`config.mk`:
```
export PLATFORM = sky130hd
export DESIGN_NAME = amul_top
export DESIGN_NICKNAME = d
export VERILOG_FILES = /design/src/rtl/amul_pkg.sv /design/src/rtl/amul_lod.sv /design/src/rtl/amul_approx.sv /design/src/rtl/amul_signconv.sv /design/src/rtl/amul_top.sv
export SDC_FILE = /design/constraint.sdc
export NUM_CORES = 1
export LEC_CHECK = 0
export BUFFER_PORTS_ARGS = -buffer_cell sky130_fd_sc_hd__buf_2
export CORE_MARGIN = 1
export CORE_UTILIZATION = 63
export DETAILED_ROUTE_END_ITERATION = 10
export HOLD_SLACK_MARGIN = 0.06
export PLACE_DENSITY = 0.85
export SYNTH_ARGS = -nofsm -noshare
export SYNTH_HDL_FRONTEND = slang
export SYNTH_SLANG_ARGS = --single-unit
```
`constraint.sdc`:
```
create_clock -name clk -period 1.7 [get_ports clk]
set_input_delay 0.17 -clock clk [delete_from_list [all_inputs] [get_ports clk]]
set_output_delay 0.17 -clock clk [all_outputs]
set_load 0.02 [all_outputs]
```
`src/rtl/amul_pkg.sv`:
```
package amul_pkg;
  localparam int STRAT_ONES  = 0;
  localparam int STRAT_ZERO  = 1;
  localparam int STRAT_ZCOMP = 2;

  // Base group for the smallest interval; every other stand-in is this shifted left.
  function automatic int base_group(int m, int strat);
    if (strat == STRAT_ONES) return (1 << m) - 1;
    if (m == 1) return 1;
    return (1 << (m - 1)) | ((1 << (m - 2)) - 1);
  endfunction
endpackage

```
`src/rtl/amul_lod.sv`:
```
module amul_lod #(
  parameter int W  = 4,
  parameter int IW = 3
) (
  input  logic [W-1:0]  v,
  output logic [IW-1:0] idx,
  output logic          nz
);
  always_comb begin
    idx = '0;
    nz  = 1'b0;
    for (int i = 0; i < W; i++) begin
      if (v[i]) begin
        idx = IW'(i);
        nz  = 1'b1;
      end
    end
  end
endmodule

```
`src/rtl/amul_approx.sv`:
```
module amul_approx
  import amul_pkg::*;
#(
  parameter int N     = 8,
  parameter int K     = 4,
  parameter int M     = 2,
  parameter int STRAT = 0
) (
  input  logic [N-1:0]   x,
  input  logic [K-1:0]   wl,
  output logic [N+K-1:0] prod
);
  localparam int IW  = $clog2(K) + 1;
  localparam int XCW = N + M;
  localparam int XW  = N + K;
  localparam logic [M-1:0]  C0   = M'(base_group(M, STRAT));
  localparam logic [IW-1:0] LOWT = IW'(M - 1);
  localparam logic [IW-1:0] MV   = IW'(M);

  logic [IW-1:0]  mso;
  logic           nz;
  logic [XCW-1:0] xc0;
  logic [IW-1:0]  sh;
  logic [XW-1:0]  shifted;
  logic [XW-1:0]  comp;

  amul_lod #(.W(K), .IW(IW)) u_lod (.v(wl), .idx(mso), .nz(nz));

  // x times the base group: a fixed sum of shifted copies of x
  always_comb begin
    xc0 = '0;
    for (int b = 0; b < M; b++) begin
      if (C0[b]) xc0 = xc0 + (XCW'(x) << b);
    end
  end

  // leading-one position selects the shift of the precomputed product
  always_comb begin
    sh      = (mso >= LOWT) ? (mso - LOWT) : '0;
    shifted = XW'(xc0) << sh;
  end

  generate
    if (STRAT == STRAT_ZCOMP) begin : g_comp
      always_comb begin
        comp = '0;
        if (mso >= MV) comp = XW'(x) << (mso - MV);
      end
    end else begin : g_nocomp
      always_comb comp = '0;
    end
  endgenerate

  always_comb prod = nz ? (shifted + comp) : '0;
endmodule

```
`src/rtl/amul_signconv.sv`:
```
module amul_signconv #(
  parameter int W = 8
) (
  input  logic [W-1:0] v,
  input  logic         neg,
  output logic [W-1:0] o
);
  always_comb o = neg ? ((~v) | W'(1)) : v;
endmodule

```
`src/rtl/amul_top.sv`:
```
module amul_top
  import amul_pkg::*;
#(
  parameter int N       = 8,
  parameter int K       = 4,
  parameter int M       = 2,
  parameter int STRAT   = STRAT_ONES,
  parameter bit SIGNED  = 1'b0,
  parameter bit REG_OUT = 1'b1
) (
  input  logic           clk,
  input  logic           rst_n,
  input  logic           en,
  input  logic [N-1:0]   x,
  input  logic [N-1:0]   w,
  output logic [2*N-1:0] p
);
  localparam int HW = N - K;
  localparam int EW = 2 * N - K;
  localparam int PW = 2 * N;

  logic [N-1:0]   xm, wm;
  logic [EW-1:0]  exact;
  logic [N+K-1:0] apx;
  logic [PW-1:0]  uprod;
  logic [PW-1:0]  p_d;

  generate
    if (SIGNED) begin : g_sin
      amul_signconv #(.W(N)) u_cx (.v(x), .neg(x[N-1]), .o(xm));
      amul_signconv #(.W(N)) u_cw (.v(w), .neg(w[N-1]), .o(wm));
    end else begin : g_uin
      always_comb begin
        xm = x;
        wm = w;
      end
    end
  endgenerate

  // exact upper slice
  always_comb exact = {{HW{1'b0}}, xm} * {{N{1'b0}}, wm[N-1:K]};

  amul_approx #(.N(N), .K(K), .M(M), .STRAT(STRAT)) u_apx (
    .x(xm), .wl(wm[K-1:0]), .prod(apx)
  );

  always_comb uprod = {exact, {K{1'b0}}} + PW'(apx);

  generate
    if (SIGNED) begin : g_sout
      logic neg_out, zero_op;
      logic [PW-1:0] conv;
      always_comb begin
        neg_out = x[N-1] ^ w[N-1];
        zero_op = (x == '0) || (w == '0);
      end
      amul_signconv #(.W(PW)) u_co (.v(uprod), .neg(neg_out), .o(conv));
      always_comb p_d = zero_op ? '0 : conv;
    end else begin : g_uout
      always_comb p_d = uprod;
    end
  endgenerate

  generate
    if (REG_OUT) begin : g_reg
      logic [PW-1:0] p_q;
      always_ff @(posedge clk or negedge rst_n) begin
        if (!rst_n)  p_q <= '0;
        else if (en) p_q <= p_d;
      end
      always_comb p = p_q;
    end else begin : g_comb
      always_comb p = p_d;
    end
  endgenerate
endmodule

```
==> results of run 1 <==
[Yosys cell counts, drive strengths merged, types with 3 or more instances]
cell     n  area, um^2
a2111o   3        33.8
a21o     6        45.0
a21oi   16        80.1
a221oi   4        41.3
a22oi    7        57.6
a31oi    6        37.5
and2    25         156
clkbuf   3        11.3
dfrtp   16         400
fa      14         280
ha      32         400
inv     35         131
mux2     9         101
nand2   21        78.8
nand3    8        40.0
nor2    12        45.0
nor3     5        25.0
o21ai   16        80.1
xnor2   13         114
xor2     5        43.8
[stage by stage]
stage	std cells	hold slack [ns]	setup TNS, ns
2_1_floorplan	281	-0.126	-13.54
3_3_place_gp	428	0.0875	-18.80
3_5_place_dp	428	0.111	-21.04
[cells by family after synthesis]
group | count (synthesis) | share of synthesized area (%)
muxes | 9 | 4.25
xor gates and xnor gates | 18 | 6.60
AOI/OAI and AO/OA | 71 | 20.2
and+or+nand+nor | 82 | 17.5
buffers and inverters | 39 | 6.18
DFF | 16 | 16.8
adders and majority gates | 46 | 28.5
==> flow_metrics.env, run 1 <==
export IMPL_clockBufferDepth=2
export IMPL_syn_num_nets=346
export IMPL_postCtsSetupRepairBufs=17
export IMPL_failed_stage="clock tree synthesis (4_1_cts)"
export IMPL_htreeDepth=1
export IMPL_io_pins=35
export IMPL_die_y_um=63.6
export IMPL_placed_area_um2=3340
export IMPL_error_line="[ERROR DPL-0038] Utilization greater than 100%, impossible to legalize"
export IMPL_cts_hold_buffers=1
export IMPL_cts_buffers=3
export IMPL_cts_resized=69
export IMPL_async_flop_share_pct=100
export IMPL_netlist_area_um2=2390
export IMPL_synthCells=281
export IMPL_post_place_ws_ns=-2.38
export IMPL_die_w_um=63.6
export IMPL_status="stopped before the end"
export IMPL_cts_sinks=16
export IMPL_port_buffers=34
export IMPL_synthFlopType="dfrtp_1"
export IMPL_rows=21
export IMPL_start_util_pct=68.8
export IMPL_dp_hpwl_um=7460
export IMPL_ys_warnings_count=0
export IMPL_synth_distinct_cells=44
export IMPL_synth_edf_count=0
export IMPL_place_congestion=0.836
export IMPL_yosysSeqAreaShare_pct=16.8
export IMPL_cts_root_buf="clkbuf_8"
export IMPL_syn_avg_cell_area_um2=8.50
export IMPL_ys_ff_latch=16
==> run 2, diff against run 1 <==
--- a/config.mk
+++ b/config.mk
@@ -7,10 +7,9 @@
 export LEC_CHECK = 0
 export BUFFER_PORTS_ARGS = -buffer_cell sky130_fd_sc_hd__buf_2
 export CORE_MARGIN = 1
-export CORE_UTILIZATION = 63
+export CORE_UTILIZATION = 40
 export DETAILED_ROUTE_END_ITERATION = 10
-export HOLD_SLACK_MARGIN = 0.06
-export PLACE_DENSITY = 0.85
+export PLACE_DENSITY_LB_ADDON = 0.15
 export SYNTH_ARGS = -nofsm -noshare
 export SYNTH_HDL_FRONTEND = slang
 export SYNTH_SLANG_ARGS = --single-unit
==> run 2 against run 1 <==
- synthesized area is the same
- synthesized cell count did not move
- the flow now finishes, with violations (negative setup slack)
==> flow_metrics.env, run 2 <==
export IMPL_status="complete, but fails checks"
export IMPL_violations="negative setup slack"
export IMPL_routedWlPerCell_um=14.1
export IMPL_antenna_left=0
export IMPL_finalHoldViolCount=0
export IMPL_instances_no_fill=479
export IMPL_n_antenna_cell=0
export IMPL_drtIter0Drc=72
export IMPL_htreeDepth=1
export IMPL_regToRegEndpoint="p[0]"
export IMPL_start_util_pct=42.3
export IMPL_layout_common_cells="buf_4 (75), buf_2 (27), inv_1 (24)"
export IMPL_vdd_ir_drop_max_mv=0.766
export IMPL_synthCells=281
export IMPL_netlist_top_cells_count="inv_1 (35), ha_1 (32), and2_1 (25)"
export IMPL_port_buffers=34
export IMPL_power_frac_clock_pct=8.0
export IMPL_fmax_mhz=274
export IMPL_path_class="input pin to flop"
export IMPL_post_place_ws_ns=-2.25
export IMPL_grt_pass1_vias=2601
export IMPL_async_flop_share_pct=100
export IMPL_fill_cells=420
export IMPL_viasPerCell=5.20
export IMPL_synthFlopType="dfrtp_1"
export IMPL_post_synth_main_area_contributors="dfrtp_1 (17%), ha_1 (17%), fa_1 (12%), and2_1 (6.6%), inv_1 (5.5%)"
export IMPL_p_per_area_nw_per_um2=1050
export IMPL_synth_top_area_share_pct=16.8
export IMPL_timing_rr_start="p[0]"
export IMPL_cap_violations=0
export IMPL_p_sw_share_pct=41.1
export IMPL_die_area_um2=6280
export IMPL_drc=0
export IMPL_yosys_cell_count_top_type="inv_1"
export IMPL_place_congestion=0.831
export IMPL_syn_num_nets=346
export IMPL_fin_crit_sh_pct=215
export IMPL_dp_hpwl_um=5080
export IMPL_grt_pass1_wl_um=11200
export IMPL_worstPathRequired_ns=1.87
export IMPL_worstPathMaxFanout=4
export IMPL_io_pins=35
export IMPL_p_leak_nw=1.94
export IMPL_dp_cells=457
export IMPL_layout_setup_ws_ns=-1.95
export IMPL_synth_distinct_cells=44
export IMPL_setup_violations=12
export IMPL_worstSkewPairLatency_ns=0.25
export IMPL_track_usage_pct=22.2
export IMPL_syn_avg_cell_area_um2=8.50
export IMPL_fin_crit_ns=3.65
export IMPL_synth_edf_count=0
export IMPL_power_total_w=0.00419
export IMPL_yosysTopAreaCell="dfrtp_1"
export IMPL_path_clk_slew_ns=0.06
export IMPL_grt_max_degree=21
export IMPL_arrival_ns=3.82
export IMPL_wirelength_um=6770
export IMPL_power_switching_w=0.00172
export IMPL_clockBufferDepth=2
export IMPL_cts_buffers=3
export IMPL_startpoint_type="input pin"
export IMPL_cts_sinks=16
export IMPL_hold_end="p[1]"
export IMPL_nets=473
export IMPL_drive_gt1_share_pct=52.3
export IMPL_internal_power_w=0.00247
export IMPL_netlist_area_um2=2390
export IMPL_min_delay_start="w[3]"
export IMPL_yosysSeqAreaShare_pct=16.8
export IMPL_hold_path_class="input pin to flop"
export IMPL_worst_slew_pin_slew_ns=0.450
export IMPL_core_area_um2=5640
export IMPL_die_y_um=79.3
export IMPL_tritoncts="yes"
export IMPL_dr_total_vias=2492
export IMPL_die_w_um=79.3
export IMPL_cts_root_buf="clkbuf_8"
export IMPL_fin_skew_ns=0
export IMPL_largest_reg_flops=16
export IMPL_grt_ovfl_total=0
export IMPL_ys_warnings_count=0
export IMPL_dr_pass1_iters=6
export IMPL_p_comb_share_pct=78.1
export IMPL_power_frac_seq_pct=13.8
export IMPL_rows=27
export IMPL_worstRegToRegCells=2
export IMPL_slew_headroom_pct=70.0
export IMPL_rsz0062_at_grt="yes"
export IMPL_slew_violations=0
export IMPL_ys_ff_latch=16
export IMPL_final_common_cell="buf_4"
export IMPL_critPathCaptureType="flop"
export IMPL_reg2reg_slack_ns=0.87
export IMPL_syn_to_final_growth_pct=66.8
export IMPL_hold_depth=3
export IMPL_antenna_found_initial=0
run 2: critical path, stage by stage:
cell and delay (ns):
buf_12 0.11, and2_4 0.13, fa_1 0.55, inv_2 0.04, fa_1 0.50, inv_2 0.05, ha_4 0.24, a21o_1 0.20
a21oi_2 0.15, xnor2_1 0.10, ha_1 0.34, nand2_2 0.09, a2111oi_4 0.36, nor3_2 0.09, or2_4 0.27, a2111o_1 0.29
a31oi_1 0.13
run 2: cells by family (layout without fill, tap and decap cells):
kind of cell,count (synthesis),after routing,share of synthesized area [%]
buffers and inverters,39,165,6.18
adders and majority gates,46,46,28.5
and+or+nand+nor,82,82,17.5
muxes,9,9,4.25
DFF,16,16,16.8
AOI/OAI and AO/OA,71,71,20.2
xor gates and xnor gates,18,18,6.60
run 2: per-stage QoR:
stage | instance area [um^2] | util [%] | TNS [ns] | hold WS, ns
6_report | 3980 | 70.6 | -16.79 | 0.353
5_1_grt | 3980 | 70.6 | -17.89 | 0.363
4_1_cts | 3830 | 67.9 | -15.28 | 0.311
3_5_place_dp | 3400 | 60.2 | -19.92 | 0.103
3_3_place_gp | 3400 | 60.2 | -19.16 | 0.0980
2_1_floorplan | 2600 | - | -13.54 | -0.126
run 2: layer usage:
layer	track usage (%)	up-vias	wire length, um
li1	-	1239	-
met1	26.6	1214	2960
met2	42.4	33	3630
met3	2.76	6	134
met4	3.45	0	45
met5	0	-	0
run 2: cell type report:
cell class                 count  area (um^2)  area share (%)
multi-input combinational    226         2310            58.1
timing repair buffer         126          992            24.9
sequential                    16          400            10.1
inverter                      35          131            3.30
tap                           72         90.1            2.26
clock buffer                   4         55.1            1.38
run 2: power groups by stage:
stage	sequential (W)	combinational (W)	clock [W]
after floorplan	0.000749	0.00138	0
after global placement	0.000579	0.00243	0
after detailed placement	0.000585	0.00248	0
after CTS	0.000581	0.00305	0.000344
after global routing	0.000592	0.00354	0.000366
final	0.000580	0.00328	0.000337
run 2: how the worst max path moves through the flow:
stage	depth (start not counted)	slack, ns	start	end
floorplan	16	-1.91	x[3]	p[15]
global placement	19	-2.09	w[5]	p[15]
detailed placement	16	-2.25	w[5]	p[15]
CTS	19	-1.83	w[5]	p[15]
global route	17	-2.07	w[5]	p[15]
finish	17	-1.95	w[5]	p[15]
run 2: repair_timing:
action                     CTS  global route
pin swaps                   35            24
hold endpoints to repair    16             0
resized for setup           68            21
buffers inserted            10             9
hold buffers                 1             0
setup endpoints to repair   12            12
Power figures use the tool's default switching activity.
==> run 3, diff against run 2 <==
--- a/config.mk
+++ b/config.mk
@@ -5,11 +5,11 @@
 export SDC_FILE = /design/constraint.sdc
 export NUM_CORES = 1
 export LEC_CHECK = 0
+export ABC_CLOCK_PERIOD_IN_PS = 1700
 export BUFFER_PORTS_ARGS = -buffer_cell sky130_fd_sc_hd__buf_2
 export CORE_MARGIN = 1
 export CORE_UTILIZATION = 40
 export DETAILED_ROUTE_END_ITERATION = 10
-export PLACE_DENSITY_LB_ADDON = 0.15
 export SYNTH_ARGS = -nofsm -noshare
 export SYNTH_HDL_FRONTEND = slang
 export SYNTH_SLANG_ARGS = --single-unit
==> run 3 against run 2 <==
- the run still ends with negative setup slack left
- non-clock buffer count is 1 lower
- clock power fell by 16%
- utilization is 0.44 points lower
- sequential share of layout area increased by 0.064 points
- largest power group unchanged
- combinational power shrank 3%
- die area stayed put
- register-to-register slack hardly changed
- largest cell class unchanged
- hold slack got worse by 0.050 ns
- wire length shrank 2.4%
- sequential power is essentially flat
- clock skew did not move
==> flow_metrics.env, run 3 (synthesized netlist as in run 2, its figures left out) <==
export IMPL_placed_area_um2=3400
export IMPL_worstSkewPairLatency_ns=0.25
export IMPL_p_comb_share_pct=78.7
export IMPL_cp_cell_sequence="buf_12 > and2_4 > fa_1 > inv_1 > fa_1 > inv_2 > ha_4 > a21o_1 > a21oi_2 > xnor2_1 > ha_1 > nand2_2 > a2111oi_4 > nor3_1 > or2_4 > a2111o_1 > a31oi_1"
export IMPL_rsz0062_at_grt="yes"
export IMPL_cts_root_buf="clkbuf_8"
export IMPL_worstPathRequired_ns=1.88
export IMPL_nets=472
export IMPL_die_area_um2=6280
export IMPL_viasPerCell=5.25
export IMPL_core_area_um2=5640
export IMPL_fin_crit_sh_pct=208
export IMPL_p_sw_share_pct=41.7
export IMPL_antenna_found_initial=0
export IMPL_path_clk_slew_ns=0.06
export IMPL_fin_skew_ns=0
export IMPL_htreeDepth=1
export IMPL_violations="negative setup slack"
export IMPL_track_usage_pct=22.3
export IMPL_finalHoldViolCount=0
export IMPL_crit_slowest_cell="fa_1"
export IMPL_wl_met2_um=3440
export IMPL_path_class="input pin to flop"
export IMPL_path_common_cell="fa_1"
export IMPL_die_y_um=79.3
export IMPL_grt_pass1_wl_um=11100
export IMPL_worst_slew_pin_slew_ns=0.437
export IMPL_setup_violations=12
export IMPL_hold_path_class="input pin to flop"
export IMPL_tns_ns=-15.26
export IMPL_final_common_cell="buf_4"
export IMPL_syn_to_final_growth_pct=65.7
export IMPL_start_util_pct=42.3
export IMPL_die_w_um=79.3
export IMPL_io_pins=35
export IMPL_grt_ovfl_total=0
export IMPL_arrival_ns=3.72
export IMPL_clockBufferDepth=2
export IMPL_dp_hpwl_um=5040
export IMPL_power_frac_clock_pct=7.0
export IMPL_cts_sinks=16
export IMPL_fin_area_um2=3960
export IMPL_place_congestion=0.822
export IMPL_tritoncts="yes"
export IMPL_antenna_left=0
export IMPL_dr_pass1_iters=4
export IMPL_power_frac_seq_pct=14.4
export IMPL_vdd_ir_drop_max_mv=0.808
export IMPL_fin_crit_ns=3.54
export IMPL_fill_cells=451
export IMPL_final_util_pct=70.1
export IMPL_n_antenna_cell=0
export IMPL_critPathCaptureType="flop"
export IMPL_port_buffers=34
export IMPL_drtIter0Drc=64
export IMPL_grt_max_degree=21
export IMPL_wirelength_um=6610
export IMPL_drive_gt1_share_pct=51.1
export IMPL_dr_total_vias=2504
export IMPL_routedWlPerCell_um=13.8
export IMPL_p_per_area_nw_per_um2=1020
export IMPL_multi_input_area_um2=2320
export IMPL_met1_length_um=2980
export IMPL_largest_reg_flops=16
export IMPL_layout_setup_ws_ns=-1.84
export IMPL_worstPathMaxFanout=5
export IMPL_internal_power_w=0.00236
export IMPL_slowest_delay_ns=0.53
export IMPL_routed_top_layer="met4"
export IMPL_layout_common_cells="buf_4 (75), inv_1 (27), buf_2 (27)"
export IMPL_ff_latch_area_um2=400
export IMPL_rows=27
export IMPL_power_switching_w=0.00169
export IMPL_status="complete, but fails checks"
export IMPL_slew_violations=0
export IMPL_cap_violations=0
export IMPL_cp_buffers_inverters=3
export IMPL_slew_headroom_pct=70.9
export IMPL_critPathTopFamily="adder cells"
export IMPL_grt_pass1_vias=2511
export IMPL_cts_buffers=3
export IMPL_dr_wl_met3_um=140
export IMPL_post_place_ws_ns=-2.17
export IMPL_reg2reg_slack_ns=0.87
export IMPL_startpoint_type="input pin"
export IMPL_drc=0
export IMPL_fmax_mhz=282
export IMPL_p_leak_nw=1.92
==> run 3: worst min-delay path: cells and delay by family <==
kind,cells,cell delay [ns]
buffers and inverters,2,0.27
AOI/OAI and AO/OA,1,0.07
==> run 3: layout make-up <==
cell class,count,share of cell area (%)
Clock buffer,3,1.04
Sequential cell,16,10.1
Multi-Input combinational cell,226,58.6
Timing Repair Buffer,125,24.7
Inverter,35,3.32
Tap cell,72,2.28
==> run 3: per-layer routing <==
metal,vias to the layer above,global-route usage (%)
li1,1240,-
met1,1227,27.8
met2,28,41.0
met3,9,3.45
met4,0,3.27
met5,-,0
==> run 3: power groups by stage <==
stage	registers [W]	clock network [W]	logic, W
after detailed placement	0.000586	0	0.00247
final	0.000582	0.000283	0.00319
after CTS	0.000582	0.000289	0.00288
after global routing	0.000598	0.000313	0.00346
after floorplan	0.000749	0	0.00138
after global placement	0.000579	0	0.00244
==> run 3: what timing repair did <==
action	CTS	global route
endpoints found under the setup margin	12	12
gates resized for setup	55	29
pin swaps	42	24
hold endpoints to repair	16	0
buffers inserted	13	9
hold buffers	1	0
cloned	0	0
==> run 3: worst paths after layout <==
path | end | start | cells after the start
hold / removal | p[1] | w[3] | 3
hold reg to reg | p[1] | p[1] | 2
min in group asynchronous | p[2] | rst_n | 2
max in group asynchronous | p[7] | rst_n | 2
setup reg to reg | p[0] | p[0] | 2
setup / recovery | p[15] | w[5] | 17
==> run 3: stage by stage <==
step | total power (W) | cells | hold WS [ns]
floorplan | 0.00213 | 281 | -0.126
global placement | 0.00302 | 457 | 0.0988
detailed placement | 0.00306 | 457 | 0.109
CTS | 0.00375 | 471 | 0.290
global route | 0.00437 | 477 | 0.318
finish | 0.00405 | 477 | 0.303
